===== config.mk =====
export PLATFORM = sky130hd
export DESIGN_NAME = pinbyte_gpio_irq
export DESIGN_NICKNAME = d
export VERILOG_FILES = /design/src/rtl/gpb_pkg.sv /design/src/rtl/gpb_regfile.sv /design/src/rtl/gpb_sync.sv /design/src/rtl/gpb_event.sv /design/src/rtl/gpb_irq_merge.sv /design/src/rtl/pinbyte_gpio_irq.sv
export SDC_FILE = /design/constraint.sdc
export NUM_CORES = 1
export LEC_CHECK = 0
export BUFFER_PORTS_ARGS = -buffer_cell sky130_fd_sc_hd__buf_2
export CAP_MARGIN = 10
export CORE_ASPECT_RATIO = 0.7
export CORE_UTILIZATION = 59
export CTS_CLUSTER_SIZE = 40
export DETAILED_ROUTE_END_ITERATION = 8
export PLACE_DENSITY = 0.92
export SYNTH_ARGS = -nofsm -noshare
export SYNTH_HDL_FRONTEND = slang
export SYNTH_SLANG_ARGS = --single-unit

===== constraint.sdc =====
create_clock -name clk -period 2.75 [get_ports clk]
set_input_delay 0.55 -clock clk [delete_from_list [all_inputs] [get_ports clk]]
set_output_delay 0.55 -clock clk [all_outputs]
set_load 0.01 [all_outputs]

===== src/rtl/gpb_pkg.sv =====
package gpb_pkg;
  // Upper address nibble selects the array; the low byte carries the pin
  localparam logic [3:0] BANK_DIR  = 4'h8;
  localparam logic [3:0] BANK_OUT  = 4'h9;
  localparam logic [3:0] BANK_IN   = 4'hA;
  localparam logic [3:0] BANK_EN   = 4'hB;
  localparam logic [3:0] BANK_POL  = 4'hC;
  localparam logic [3:0] BANK_EDGE = 4'hD;
  localparam logic [3:0] BANK_CLR  = 4'hE;
  localparam logic [3:0] BANK_TOP  = 4'hF; // status low half, dual high half

  typedef enum logic [3:0] {
    SEL_NONE, SEL_DIR, SEL_OUT, SEL_IN, SEL_EN,
    SEL_POL, SEL_EDGE, SEL_CLR, SEL_STAT, SEL_DUAL
  } arr_sel_e;
endpackage


===== src/rtl/gpb_regfile.sv =====
module gpb_regfile
  import gpb_pkg::*;
#(
  parameter int NUM_PINS = 16,
  parameter int ADDR_W   = 12
) (
  input  logic                clk,
  input  logic                rst,
  input  logic                wr,
  input  logic                rd,
  input  logic [ADDR_W-1:0]   addr,
  input  logic [7:0]          wdata,
  input  logic [NUM_PINS-1:0] sync_lvl,
  input  logic [NUM_PINS-1:0] status,
  output logic [NUM_PINS-1:0] dir_q,
  output logic [NUM_PINS-1:0] out_q,
  output logic [NUM_PINS-1:0] en_q,
  output logic [NUM_PINS-1:0] pol_q,
  output logic [NUM_PINS-1:0] edge_q,
  output logic [NUM_PINS-1:0] dual_q,
  output logic [NUM_PINS-1:0] clr_pulse,
  output logic [7:0]          rdata
);
  localparam int PW = $clog2(NUM_PINS);

  logic [3:0]    bank;
  logic [7:0]    idx;
  arr_sel_e      sel;
  logic          hit;
  logic [PW-1:0] pidx;
  logic          rbit;

  assign bank = addr[ADDR_W-1 -: 4];

  always_comb begin
    sel = SEL_NONE;
    idx = addr[7:0];
    unique case (bank)
      BANK_DIR:  sel = SEL_DIR;
      BANK_OUT:  sel = SEL_OUT;
      BANK_IN:   sel = SEL_IN;
      BANK_EN:   sel = SEL_EN;
      BANK_POL:  sel = SEL_POL;
      BANK_EDGE: sel = SEL_EDGE;
      BANK_CLR:  sel = SEL_CLR;
      BANK_TOP: begin
        sel = addr[7] ? SEL_DUAL : SEL_STAT;
        idx = {1'b0, addr[6:0]};
      end
      default:   sel = SEL_NONE;
    endcase
  end

  assign hit  = (sel != SEL_NONE) && (idx < 8'(NUM_PINS));
  assign pidx = idx[PW-1:0];

  for (genvar p = 0; p < NUM_PINS; p++) begin : g_pin
    logic sel_me;
    logic dir_r, out_r, en_r, pol_r, edge_r, dual_r;

    assign sel_me = wr && hit && (pidx == PW'(p));

    always_ff @(posedge clk) begin
      if (rst) begin
        dir_r  <= 1'b0;
        out_r  <= 1'b0;
        en_r   <= 1'b0;
        pol_r  <= 1'b0;
        edge_r <= 1'b0;
        dual_r <= 1'b0;
      end else if (sel_me) begin
        case (sel)
          SEL_DIR:  dir_r  <= wdata[0];
          SEL_OUT:  out_r  <= wdata[0];
          SEL_EN:   en_r   <= wdata[0];
          SEL_POL:  pol_r  <= wdata[0];
          SEL_EDGE: edge_r <= wdata[0];
          SEL_DUAL: dual_r <= wdata[0];
          default:  ;
        endcase
      end
    end

    assign dir_q[p]     = dir_r;
    assign out_q[p]     = out_r;
    assign en_q[p]      = en_r;
    assign pol_q[p]     = pol_r;
    assign edge_q[p]    = edge_r;
    assign dual_q[p]    = dual_r;
    assign clr_pulse[p] = sel_me && (sel == SEL_CLR) && wdata[0];
  end

  always_comb begin
    rbit = 1'b0;
    if (hit) begin
      case (sel)
        SEL_DIR:  rbit = dir_q[pidx];
        SEL_OUT:  rbit = out_q[pidx];
        SEL_IN:   rbit = sync_lvl[pidx];
        SEL_EN:   rbit = en_q[pidx];
        SEL_POL:  rbit = pol_q[pidx];
        SEL_EDGE: rbit = edge_q[pidx];
        SEL_STAT: rbit = status[pidx];
        SEL_DUAL: rbit = dual_q[pidx];
        default:  rbit = 1'b0;
      endcase
    end
  end

  always_ff @(posedge clk) begin
    if (rst)     rdata <= 8'h00;
    else if (rd) rdata <= {7'b0, rbit};
  end

  AST_MISS_WRITE_INERT: assert property (@(posedge clk) disable iff (rst)
    (wr && !hit) |=> ($stable(dir_q) && $stable(out_q) && $stable(en_q) &&
                      $stable(pol_q) && $stable(edge_q) && $stable(dual_q)));
  AST_CLR_READS_ZERO: assert property (@(posedge clk) disable iff (rst)
    (rd && sel == SEL_CLR) |=> (rdata == 8'h00));
endmodule


===== src/rtl/gpb_sync.sv =====
module gpb_sync #(
  parameter int NUM_PINS = 16
) (
  input  logic                clk,
  input  logic                rst,
  input  logic [NUM_PINS-1:0] raw,
  output logic [NUM_PINS-1:0] lvl,
  output logic [NUM_PINS-1:0] lvl_d
);
  logic [NUM_PINS-1:0] meta;

  always_ff @(posedge clk) begin
    if (rst) begin
      meta  <= '0;
      lvl   <= '0;
      lvl_d <= '0;
    end else begin
      meta  <= raw;
      lvl   <= meta;
      lvl_d <= lvl;
    end
  end

  AST_TWO_STAGE: assert property (@(posedge clk) disable iff (rst)
    $past(rst) || (lvl == $past(meta)));
endmodule


===== src/rtl/gpb_event.sv =====
module gpb_event #(
  parameter int NUM_PINS = 16
) (
  input  logic                clk,
  input  logic                rst,
  input  logic [NUM_PINS-1:0] lvl,
  input  logic [NUM_PINS-1:0] lvl_d,
  input  logic [NUM_PINS-1:0] edge_q,
  input  logic [NUM_PINS-1:0] dual_q,
  input  logic [NUM_PINS-1:0] pol_q,
  input  logic [NUM_PINS-1:0] clr_pulse,
  output logic [NUM_PINS-1:0] status
);
  for (genvar p = 0; p < NUM_PINS; p++) begin : g_pin
    logic rise, fall, evt, stat_r;

    assign rise = lvl[p] & ~lvl_d[p];
    assign fall = ~lvl[p] & lvl_d[p];

    always_comb begin
      if (!edge_q[p])     evt = pol_q[p] ? lvl[p] : ~lvl[p];
      else if (dual_q[p]) evt = rise | fall;
      else                evt = pol_q[p] ? rise : fall;
    end

    // event has priority over a same-cycle clear
    always_ff @(posedge clk) begin
      if (rst)               stat_r <= 1'b0;
      else if (evt)          stat_r <= 1'b1;
      else if (clr_pulse[p]) stat_r <= 1'b0;
    end

    assign status[p] = stat_r;

    AST_EVENT_BEATS_CLEAR: assert property (@(posedge clk) disable iff (rst)
      (evt && clr_pulse[p]) |=> status[p]);
    AST_CLEAR_DROPS: assert property (@(posedge clk) disable iff (rst)
      (clr_pulse[p] && !evt) |=> !status[p]);
    AST_DUAL_BOTH: assert property (@(posedge clk) disable iff (rst)
      (edge_q[p] && dual_q[p] && (lvl[p] != lvl_d[p])) |=> status[p]);
  end
endmodule


===== src/rtl/gpb_irq_merge.sv =====
module gpb_irq_merge #(
  parameter int NUM_PINS = 16,
  parameter int NUM_IRQ  = 7
) (
  input  logic                clk,
  input  logic                rst,
  input  logic [NUM_PINS-1:0] status,
  input  logic [NUM_PINS-1:0] en_q,
  output logic [NUM_IRQ-1:0]  irq_out
);
  function automatic logic [NUM_PINS-1:0] group_mask(input int g);
    logic [NUM_PINS-1:0] m;
    m = '0;
    for (int p = 0; p < NUM_PINS; p++) m[p] = ((p % NUM_IRQ) == g);
    return m;
  endfunction

  logic [NUM_PINS-1:0] pend;
  assign pend = status & en_q;

  for (genvar g = 0; g < NUM_IRQ; g++) begin : g_line
    localparam logic [NUM_PINS-1:0] GMASK = group_mask(g);
    always_ff @(posedge clk) begin
      if (rst) irq_out[g] <= 1'b0;
      else     irq_out[g] <= |(pend & GMASK);
    end
  end

  AST_MASKED_QUIET: assert property (@(posedge clk) disable iff (rst)
    !(|pend) |=> (irq_out == '0));
endmodule


===== src/rtl/pinbyte_gpio_irq.sv =====
module pinbyte_gpio_irq #(
  parameter int NUM_PINS = 16,
  parameter int NUM_IRQ  = 7,
  parameter int ADDR_W   = 12
) (
  input  logic                clk,
  input  logic                rst,
  input  logic                bus_wr,
  input  logic                bus_rd,
  input  logic [ADDR_W-1:0]   bus_addr,
  input  logic [7:0]          bus_wdata,
  output logic [7:0]          bus_rdata,
  input  logic [NUM_PINS-1:0] pin_in,
  output logic [NUM_PINS-1:0] pin_oe,
  output logic [NUM_PINS-1:0] pin_out,
  output logic [NUM_IRQ-1:0]  irq_out
);
  logic [NUM_PINS-1:0] lvl, lvl_d, status, clr_pulse;
  logic [NUM_PINS-1:0] dir_q, out_q, en_q, pol_q, edge_q, dual_q;

  gpb_sync #(.NUM_PINS(NUM_PINS)) u_sync (
    .clk(clk), .rst(rst), .raw(pin_in), .lvl(lvl), .lvl_d(lvl_d)
  );

  gpb_regfile #(.NUM_PINS(NUM_PINS), .ADDR_W(ADDR_W)) u_regs (
    .clk(clk), .rst(rst), .wr(bus_wr), .rd(bus_rd), .addr(bus_addr),
    .wdata(bus_wdata), .sync_lvl(lvl), .status(status),
    .dir_q(dir_q), .out_q(out_q), .en_q(en_q), .pol_q(pol_q),
    .edge_q(edge_q), .dual_q(dual_q), .clr_pulse(clr_pulse),
    .rdata(bus_rdata)
  );

  gpb_event #(.NUM_PINS(NUM_PINS)) u_evt (
    .clk(clk), .rst(rst), .lvl(lvl), .lvl_d(lvl_d), .edge_q(edge_q),
    .dual_q(dual_q), .pol_q(pol_q), .clr_pulse(clr_pulse), .status(status)
  );

  gpb_irq_merge #(.NUM_PINS(NUM_PINS), .NUM_IRQ(NUM_IRQ)) u_irq (
    .clk(clk), .rst(rst), .status(status), .en_q(en_q), .irq_out(irq_out)
  );

  assign pin_oe  = ~dir_q;
  assign pin_out = out_q;

  AST_RESET_QUIET: assert property (@(posedge clk)
    rst |=> ((irq_out == '0) && (pin_oe == '1) && (pin_out == '0)));
endmodule


==> flow_metrics.py <==
metrics = {
    "global_routing": {
        "overflow": 0,
        "grtUsageTotal_pct": 32.7,
        "grt_pass1_wl_um": 37100,
        "antenna_found_initial": 0,
        "grt_max_degree": 62,
        "grt_pass1_vias": 6924,
    },
    "placement": {
        "port_buffers": 72,
        "dp_hpwl_um": 15800,
        "place.gp.congestion": 0.975,
    },
    "drt": {
        "ant_nets": 0,
        "drc": 0,
        "num_vias": 7474,
        "via_per_inst": 6.22,
        "post_drt_wl_per_cell_um": 19.5,
        "dr.pass1.iters": 8,
        "drt_iter0_markers": 918,
        "wl_um": 23400,
    },
    "clocking": {
        "root_buffer": "clkbuf_16",
        "cts_made_buffers": 17,
        "clkTransAtPathRegs_ns": 0.07,
        "cts_setup_buffers": 0,
        "cts_max_level": 4,
        "clk_latency_ns": 0.43,
        "cts_resized": 0,
        "tritoncts": "yes",
        "ctsHoldBuffers": 0,
        "clk_path_buf_depth": 2,
        "cts_sinks": 168,
    },
    "floorplanning": {
        "die_w_um": 145,
        "dieArea_um2": 14800,
        "initial_core_util_pct": 60.6,
        "num_io_pins": 87,
        "fp.dieH_um": 102,
        "core_region_area_um2": 14000,
        "rows": 36,
    },
    "yosys": {
        "postSynthCellCount": 952,
        "netlist_area_um2": 8460,
        "avgSynthCellArea_um2": 8.88,
        "ys_warn_count": 0,
        "ys_seq_elements": 168,
        "yosysSeqAreaShare_pct": 39.8,
        "ys_types": 49,
    },
    "worst_setup_path": {
        "crit_type": "in -> reg",
        "worst_ep_arrival_time_ns": 2.55,
        "cp.required_ns": 3.07,
        "worstPathMaxFanout": 27,
        "critPathLaunchType": "input pin",
        "cp-end-kind": "flop",
    },
    "sta": {
        "maxSlewHeadroom_pct": 50.8,
        "setup-violations-final": 0,
        "rsz0062_at_grt": "no",
        "drv_slew": 0,
        "skew_ns": 0.00677,
        "worst_slew_pin_slew_ns": 0.736,
        "fmaxAchievable_mhz": 449,
        "whs_ns": 0.327,
        "period_share_pct": 81.0,
        "hold_viol": 0,
        "setup_tns_ns": 0,
        "finalCriticalPeriod_ns": 2.23,
    },
    "cells_and_area": {
        "drive_above_1_share_pct": 17.5,
        "area_growth_pct": 12.9,
        "nNetsFinal": 1071,
        "n_antenna_cell": 0,
    },
    "hold_path": {
        "hp-class": "in -> reg",
    },
    "run_status": {
        "outcome": "completed",
    },
    "pwr": {
        "power_density_nw_per_um2": 557,
        "ir_worst_vdd_v": 0.000486,
        "cellLeakagePower_nw": 3.61,
    },
    "job": {
        "cap_violations": 0,
    },
}
-- power by group --
part           internal, mW  switching, mW
clock                  1.36           1.08
sequential             2.48         0.0369
combinational         0.139          0.232
-- metal layers --
metal	wire [µm]	track usage [%]
met3	3190	11.2
met2	9990	50.0
met1	9590	43.1
met4	677	12.1
met5	0	1.56
-- kinds of logic (layout without fill, tap and decap cells) --
group                      Yosys count  after routing  synth area share [%]
and+or+nand+nor                    308            308                  17.8
AOI/OAI and AO/OA                  199            199                  13.2
DFF                                168            168                  39.8
buffers and inverters              137            191                  7.75
muxes                               91             91                  15.0
adders and majority gates           32             32                  4.73
xor gates and xnor gates            16             16                  1.66
other                                1              7                0.0443
-- cell type report --
cell class              instances  area (µm²)
inverters                      49         184
well taps                     190         238
clock buffers                  17         425
flip-flops and latches        168        3360
fillers                      1067        4410
repair buffers                110         711
clock inverters                15         170
multi-input cells             653        4460
-- metrics by stage --
step | worst slack, ns | instances | instance area (µm²) | power (mW) | util [%]
after floorplan | 0.519 | 958 | 8480 | 2.81 | -
after global placement | 0.192 | 1170 | 8960 | 2.91 | 64.1
after detailed placement | 0.146 | 1170 | 8960 | 2.92 | 64.1
after CTS | 0.583 | 1202 | 9550 | 5.31 | 68.4
after global routing | 0.482 | 1202 | 9550 | 5.46 | 68.4
final | 0.522 | 1202 | 9550 | 5.32 | 68.4
-- synthesized netlist by cell type, drive strengths merged --
master,number,area share (%)
ha,32,4.7
xor2,16,1.7
or2,1,0.074
inv,49,2.2
and3b,1,0.10
a22oi,10,0.89
nor3,8,0.53
o31ai,1,0.089
mux4,27,7.5
clkbuf,44,2.0
nor4b,1,0.18
o211ai,4,0.41
nor4bb,1,0.12
nand3b,1,0.089
dfxtp,168,40
nand2b,4,0.30
a32o,1,0.12
a2111oi,1,0.10
and2,3,0.22
mux2,1,0.13
nor3b,2,0.30
a22o,1,0.10
nor2,152,6.8
nand2,27,1.4
o32a,1,0.12
and4,1,0.10
a21oi,93,5.5
a222oi,2,0.24
a211oi,16,1.4
nand4,37,2.7
buf,44,3.6
and3,2,0.15
nor2b,53,3.9
conb,1,0.044
mux2i,63,7.5
o21ai,63,3.7
o22ai,5,0.37
nand3,14,0.83
a32oi,1,0.10
-- worst max-delay path, cell delays in order --
cell     delay, ns
buf_2         0.16
buf_12        0.24
mux4_2        0.55
o22ai_1       0.24
nor2_1        0.11
nor3_1        0.25
nand4_1       0.19
a22o_1        0.23
-- cells in the final DEF (no fill, tap or decap), types with 2 or more instances in the layout --
cell type	instances
and3_1	2
a211oi_1	16
conb_1	7
inv_8	2
nand2_2	6
nand4_1	37
ha_1	32
buf_4	34
bufinv_16	2
mux4_2	21
nor2_1	151
inv_6	3
xor2_1	16
a22oi_1	10
nand2_1	21
clkinv_4	3
o21ai_0	63
a21oi_1	93
o22ai_1	5
inv_1	49
buf_2	71
nand2b_1	4
nand3_1	14
and2_1	3
o211ai_1	3
mux2i_1	63
clkinvlp_4	4
nor3_1	7
clkbuf_16	17
nor2b_1	53
buf_12	5
nor3b_2	2
dfxtp_1	168
a222oi_1	2
mux4_1	6
-- worst paths after layout --
kind                           to  slack, ns  depth (start not counted)             from
hold / removal     u_sync.meta[7]       0.33                          2        pin_in[7]
hold reg to reg    u_sync.lvl[15]       0.43                          1  u_sync.meta[15]
setup / recovery  u_regs.rdata[0]       0.52                          8      bus_addr[0]
setup reg to reg  u_regs.rdata[0]       0.67                          7   u_sync.lvl[13]
Power figures use the tool's default switching activity.
